### src/rtl/bls_pkg.sv
package bls_pkg;
  localparam int LANE_W = 8;
  localparam int DATA_W = 2 * LANE_W;

  typedef enum logic [1:0] {
    ST_IDLE = 2'd0,
    ST_CYC1 = 2'd1,
    ST_CYC2 = 2'd2,
    ST_DONE = 2'd3
  } bls_state_e;
endpackage

### src/rtl/bls_lane_map.sv
// Address, lane enable and write-data steering for the current bus cycle.
module bls_lane_map
  import bls_pkg::*;
#(
  parameter int AW = 20
) (
  input  logic              second,
  input  logic              word,
  input  logic [AW-1:0]     addr,
  input  logic [DATA_W-1:0] wdata,
  output logic [AW-1:0]     cyc_addr,
  output logic              cyc_bhe_n,
  output logic [DATA_W-1:0] cyc_wdata
);
  localparam logic [LANE_W-1:0] ZB = '0;

  always_comb begin
    cyc_addr  = addr;
    cyc_bhe_n = 1'b1;
    cyc_wdata = {ZB, wdata[LANE_W-1:0]};
    if (second) begin
      // upper byte of a split word goes to the next (even) address, low lane
      cyc_addr  = addr + AW'(1);
      cyc_bhe_n = 1'b1;
      cyc_wdata = {ZB, wdata[DATA_W-1:LANE_W]};
    end else if (addr[0]) begin
      // odd address: only the high lane carries the low data byte
      cyc_bhe_n = 1'b0;
      cyc_wdata = {wdata[LANE_W-1:0], ZB};
    end else if (word) begin
      cyc_bhe_n = 1'b0;
      cyc_wdata = wdata;
    end
  end
endmodule

### src/rtl/bls_rd_assemble.sv
// Collects read lanes into the result word across one or two cycles.
module bls_rd_assemble
  import bls_pkg::*;
(
  input  logic              clk,
  input  logic              rst_n,
  input  logic              clr,
  input  logic              cap_en,
  input  logic              second,
  input  logic              word,
  input  logic              odd,
  input  logic [DATA_W-1:0] lanes,
  output logic [DATA_W-1:0] result
);
  localparam logic [LANE_W-1:0] ZB = '0;

  logic [DATA_W-1:0] res_q, res_d;
  logic              res_en;

  assign res_en = clr | cap_en;

  always_comb begin
    res_d = res_q;
    if (clr) begin
      res_d = '0;
    end else if (cap_en) begin
      if (second)     res_d = {lanes[LANE_W-1:0], res_q[LANE_W-1:0]};
      else if (odd)   res_d = {ZB, lanes[DATA_W-1:LANE_W]};
      else if (word)  res_d = lanes;
      else            res_d = {ZB, lanes[LANE_W-1:0]};
    end
  end

  always_ff @(posedge clk or negedge rst_n) begin
    if (!rst_n)      res_q <= '0;
    else if (res_en) res_q <= res_d;
  end

  assign result = res_q;
endmodule

### src/rtl/bls_hold_arb.sv
// Grants the bus to another master only between accesses and outside a lock.
module bls_hold_arb (
  input  logic clk,
  input  logic rst_n,
  input  logic idle,
  input  logic locked,
  input  logic hold_req,
  output logic hold_gnt,
  output logic hold_block
);
  logic gnt_q, gnt_d;

  assign hold_block = hold_req & ~locked;

  always_comb begin
    if (gnt_q) gnt_d = hold_req;
    else       gnt_d = idle & hold_req & ~locked;
  end

  always_ff @(posedge clk or negedge rst_n) begin
    if (!rst_n) gnt_q <= 1'b0;
    else        gnt_q <= gnt_d;
  end

  assign hold_gnt = gnt_q;
endmodule

### src/rtl/lane_split_bus.sv
module lane_split_bus
  import bls_pkg::*;
#(
  parameter int AW = 20
) (
  input  logic              clk,
  input  logic              rst_n,
  input  logic              req_valid,
  output logic              req_ready,
  input  logic              req_write,
  input  logic              req_word,
  input  logic              req_lock,
  input  logic [AW-1:0]     req_addr,
  input  logic [DATA_W-1:0] req_wdata,
  output logic              req_done,
  output logic [DATA_W-1:0] req_rdata,
  output logic              bus_cyc,
  output logic              bus_we,
  output logic [AW-1:0]     bus_addr,
  output logic              bus_bhe_n,
  output logic [DATA_W-1:0] bus_wdata,
  input  logic [DATA_W-1:0] bus_rdata,
  input  logic              bus_ready,
  output logic              bus_lock,
  input  logic              hold_req,
  output logic              hold_gnt
);
  // reset: asserted asynchronously, released on the clock
  logic [1:0] rst_sync_q;
  logic       rst_n_i;

  always_ff @(posedge clk or negedge rst_n) begin
    if (!rst_n) rst_sync_q <= 2'b00;
    else        rst_sync_q <= {rst_sync_q[0], 1'b1};
  end
  assign rst_n_i = rst_sync_q[1];

  bls_state_e        state_q, state_d;
  logic [AW-1:0]     addr_q;
  logic [DATA_W-1:0] wdata_q;
  logic              we_q, word_q, lkreq_q;
  logic              lock_q, lock_d, lock_en;
  logic              accept, idle, hold_block, second, misalign, cap_en;
  logic [AW-1:0]     map_addr;
  logic              map_bhe_n;

  assign idle      = (state_q == ST_IDLE);
  assign req_ready = idle & ~hold_gnt & ~hold_block;
  assign accept    = req_valid & req_ready;
  assign second    = (state_q == ST_CYC2);
  assign bus_cyc   = (state_q == ST_CYC1) | second;
  assign misalign  = word_q & addr_q[0];
  assign cap_en    = bus_cyc & bus_ready & ~we_q;

  // next state
  always_comb begin
    state_d = state_q;
    case (state_q)
      ST_IDLE: if (accept) state_d = ST_CYC1;
      ST_CYC1: if (bus_ready) state_d = misalign ? ST_CYC2 : ST_DONE;
      ST_CYC2: if (bus_ready) state_d = ST_DONE;
      default: state_d = ST_IDLE;
    endcase
  end

  always_ff @(posedge clk or negedge rst_n_i) begin
    if (!rst_n_i) state_q <= ST_IDLE;
    else          state_q <= state_d;
  end

  // request capture, enabled on acceptance
  always_ff @(posedge clk or negedge rst_n_i) begin
    if (!rst_n_i) begin
      addr_q  <= '0;
      wdata_q <= '0;
      we_q    <= 1'b0;
      word_q  <= 1'b0;
      lkreq_q <= 1'b0;
    end else if (accept) begin
      addr_q  <= req_addr;
      wdata_q <= req_wdata;
      we_q    <= req_write;
      word_q  <= req_word;
      lkreq_q <= req_lock;
    end
  end

  // lock: opened by a locked access, closed when an unlocked access ends
  always_comb begin
    lock_en = 1'b0;
    lock_d  = lock_q;
    if (accept && req_lock) begin
      lock_en = 1'b1;
      lock_d  = 1'b1;
    end else if (state_q == ST_DONE && !lkreq_q) begin
      lock_en = 1'b1;
      lock_d  = 1'b0;
    end
  end

  always_ff @(posedge clk or negedge rst_n_i) begin
    if (!rst_n_i)     lock_q <= 1'b0;
    else if (lock_en) lock_q <= lock_d;
  end

  bls_lane_map #(.AW(AW)) i_lane_map (
    .second    (second),
    .word      (word_q),
    .addr      (addr_q),
    .wdata     (wdata_q),
    .cyc_addr  (map_addr),
    .cyc_bhe_n (map_bhe_n),
    .cyc_wdata (bus_wdata)
  );

  bls_rd_assemble i_rd_assemble (
    .clk    (clk),
    .rst_n  (rst_n_i),
    .clr    (accept),
    .cap_en (cap_en),
    .second (second),
    .word   (word_q),
    .odd    (addr_q[0]),
    .lanes  (bus_rdata),
    .result (req_rdata)
  );

  bls_hold_arb i_hold_arb (
    .clk        (clk),
    .rst_n      (rst_n_i),
    .idle       (idle),
    .locked     (lock_q),
    .hold_req   (hold_req),
    .hold_gnt   (hold_gnt),
    .hold_block (hold_block)
  );

  assign bus_addr  = map_addr;
  assign bus_bhe_n = bus_cyc ? map_bhe_n : 1'b1;
  assign bus_we    = bus_cyc & we_q;
  assign bus_lock  = lock_q;
  assign req_done  = (state_q == ST_DONE);
endmodule

### config.mk
export PLATFORM = sky130hd
export DESIGN_NAME = lane_split_bus
export DESIGN_NICKNAME = d
export VERILOG_FILES = /design/src/rtl/bls_pkg.sv /design/src/rtl/bls_lane_map.sv /design/src/rtl/bls_rd_assemble.sv /design/src/rtl/bls_hold_arb.sv /design/src/rtl/lane_split_bus.sv
export SDC_FILE = /design/constraint.sdc
export NUM_CORES = 1
export LEC_CHECK = 0
export CAP_MARGIN = 20
export CORE_ASPECT_RATIO = 0.8
export CORE_MARGIN = 2
export CORE_UTILIZATION = 40
export DETAILED_ROUTE_END_ITERATION = 6
export DONT_BUFFER_PORTS = 1
export GPL_TIMING_DRIVEN = 0
export PLACE_DENSITY_LB_ADDON = 0.2
export SYNTH_ARGS = -nofsm -noshare
export SYNTH_HDL_FRONTEND = slang
export SYNTH_SLANG_ARGS = --single-unit
### constraint.sdc
create_clock -name clk -period 2 [get_ports clk]
set_clock_uncertainty 0.1 [all_clocks]
set_input_delay 0.1 -clock clk [delete_from_list [all_inputs] [get_ports clk]]
set_output_delay 0.1 -clock clk [all_outputs]
set_load 0.02 [all_outputs]
==> reports/metrics.csv <==
metric;value;unit
dieArea;0.00862;mm2
die_w;103;um
htreeDepth;3;
final_nets;513;
muxShareOfSynthArea;3.61;%
leakagePower;2.28;nW
critPathSlowestCell;dfrtp_2;
worstPathArrival;1.99;ns
ant_nets;0;
die_h;83.4;um
grt_max_degree;36;
clockBufferDepth;2;
tightest_slew;0.653;ns
drc_errors;0;
finalSetupViolCount;12;
fmax;457;MHz
clock_power_share;16.0;%
pre_cts_slack;-0.278;ns
port_buffers;0;
synth-xor-area-share;5.27;%
wl_met1;4290;um
layout_common_cells;121 x nand2_1, 66 x dlygate4sd3_1, 52 x dfrtp_1, 24 x buf_4, 16 x a22oi_1;
synth_top_family_by_area;simple AND/OR/NAND/NOR gates;
fin_crit_sh;109;%
io_pins;119;
grt_pass1_vias;2988;
yosysWarnings;0;
maxCapViolations;0;
final-seq-area;0.00154;mm2
wl;10200;um
routedWlPerCell;18.3;um
cpLargestDelayFamily;simple AND/OR/NAND/NOR gates;
routed-wl-met3;634;um
core-area;0.00753;mm2
worstSetupPathType;reg2out;
seq_power_share;33.7;%
crit_fanout;5;
worst_ir_drop_vdd;814;uV
syn_inst;347;
clock_latency;0.34;ns
finalHoldViolations;0;
finalCriticalPeriod;2.19;ns
cts_buffers;9;
swShare;44.9;%
p_switching;3.51;mW
n_antenna_cell;0;
hold_class;in2reg;
dp_cells;453;
final_core_util;65.4;%
wl_met2;4930;um
final_common_cell;nand2_1;
max_stage_delay;0.42;ns
crit_chain;nand4_1 > nor4_4 > buf_4 > nand3_4 > xnor2_4;
setup_tns;-1.23;ns
outcome;finished with violations;
synth_compound_area_share;11.7;%
yosys.area_share.simple;24.9;%
violations;setup timing;
cts_tree;done;
comb_power_share;50.3;%
syn_nets;413;
worstSetupEndpointType;primary output;
start_kind;flip-flop;
clock_sinks;61;
root_buffer;clkbuf_8;
via_per_inst;5.33;
finalNonFillerCells;557;
synthesis.area;0.00316;mm2
critPathBufInv;1;
power_density;1590;mW/mm2
ys.flop_type;dfrtp_1;
rsz0062_at_grt;true;
place_hpwl;5900;um
grt_util_all_layers;23.6;%
top_layer;met4;
power.total;7.83;mW
dr.pass1.iters;4;
placement_rows;28;
grt_pass1_wl;15400;um
synth.avg_cell_area;9.09;um2
slew_viol_final;0;
internal_power;4.31;mW
globalplace.congestion;0.750;
async_reset_ff_share;100;%
overflow;0;
ys_seq_area_share;48.4;%
slew_headroom;56.4;%
drtIter0Drc;118;
drive_above_1_share;27.0;%
multi_input_area;0.00197;mm2
nFillCells;594;
synth-adder-area-share;2.38;%
synth-edff-count;0;
area_growth;56.2;%
ys_seq_elements;61;
yosysUniqueCellTypes;36;
num_vias;2968;
worstPathRequired;1.80;ns
cts.clk_slew.worst_paths;0.07;ns
setup_ws;-0.189;ns
start_util;41.9;%
antenna_found_initial;0;
per-stage QoR:
step / cell area, um2 / hold WS [ns]
finish: 4930 / 0.0313
CTS: 4750 / 0.0124
global placement: 3290 / -0.296
global route: 4930 / 0.0400
floorplan: 3160 / -0.296
detailed placement: 3310 / -0.296
final timing paths:
path                                         startpoint                             endpoint  slack, ns  depth (start not counted)
worst min register to register  rst_sync_q[1]$_DFF_PN0_  i_rd_assemble.result[4]$_DFFE_PN0P_       0.18                          0
worst min-delay path                          bus_ready               state_q[0]$_DFFE_PN0P_       0.03                          2
max in group asynchronous       rst_sync_q[1]$_DFF_PN0_                addr_q[0]$_DFFE_PN0N_       0.98                          1
worst max-delay path              addr_q[9]$_DFFE_PN0N_                         bus_addr[17]      -0.19                          5
worst max register to register   state_q[0]$_DFFE_PN0P_               addr_q[12]$_DFFE_PN0N_       0.12                          8
min in group asynchronous       rst_sync_q[1]$_DFF_PN0_  i_rd_assemble.result[4]$_DFFE_PN0P_       0.18                          0
power groups by stage:
stage	clock [mW]	combinational, mW	sequential (mW)
after floorplan	0	2.26	2.37
after global placement	0	2.66	2.50
after detailed placement	0	2.74	2.51
after CTS	1.29	3.68	2.58
after global routing	1.34	4.24	2.70
final	1.25	3.94	2.64
flip-flops by register name (all words and copies together) (netlist names):
name,flops
state_q,2
wdata_q,16
rst_sync_q,2
word_q,1
lkreq_q,1
bus_lock,1
i_rd_assemble.result,16
we_q,1
addr_q,20
i_hold_arb.hold_gnt,1
synthesized netlist by cell type, types with 2 or more instances:
cell type | count | area [um2]
a211oi_1 | 9 | 67.6
a22o_1 | 9 | 78.8
a22oi_1 | 16 | 120
and2_1 | 2 | 12.5
and3_1 | 3 | 18.8
buf_2 | 12 | 60.1
buf_6 | 2 | 22.5
clkbuf_1 | 6 | 22.5
dfrtp_1 | 61 | 1530
ha_1 | 6 | 75.1
inv_1 | 3 | 11.3
mux2_2 | 3 | 33.8
mux2i_1 | 8 | 80.1
nand2_1 | 125 | 469
nand3_1 | 8 | 40.0
nand4_1 | 7 | 43.8
nor2_1 | 21 | 78.8
nor2b_1 | 3 | 18.8
o21ai_0 | 2 | 10.0
o2bb2ai_1 | 8 | 70.1
xnor2_1 | 16 | 140
xor2_1 | 3 | 26.3
final cells by class:
type                    count  share of cell area, %
well taps                 105                   2.67
multi-input cells         263                   39.9
repair buffers             91                   18.0
flip-flops and latches     61                   31.2
inverters                   3                  0.228
plain buffers              18                   3.40
clock inverters             4                   1.42
clock buffers              12                   3.15
layer usage:
metal | global-route usage, % | vias to the layer above
met5 | 0 | -
met4 | 8.25 | 0
met3 | 7.24 | 32
met2 | 38.4 | 128
met1 | 29.4 | 1434
li1 | - | 1374
cell families (layout without fill, tap and decap cells):
family	Yosys count	count (layout)
compound gates	47	47
xor+xnor	19	19
fa+ha+maj	6	6
buf+inv	23	128
flops	61	61
mux	11	11
other cells	1	1
simple gates	179	179
timing repair:
item | CTS | global route
pin swaps | 19 | 13
setup endpoints to repair | 74 | 41
hold buffers | 66 | 0
resized for setup | 79 | 36
hold endpoints to repair | 59 | 0
buffers inserted | 16 | 8
gates cloned | 1 | 0
No activity file was read; power rests on OpenSTA's default activity.
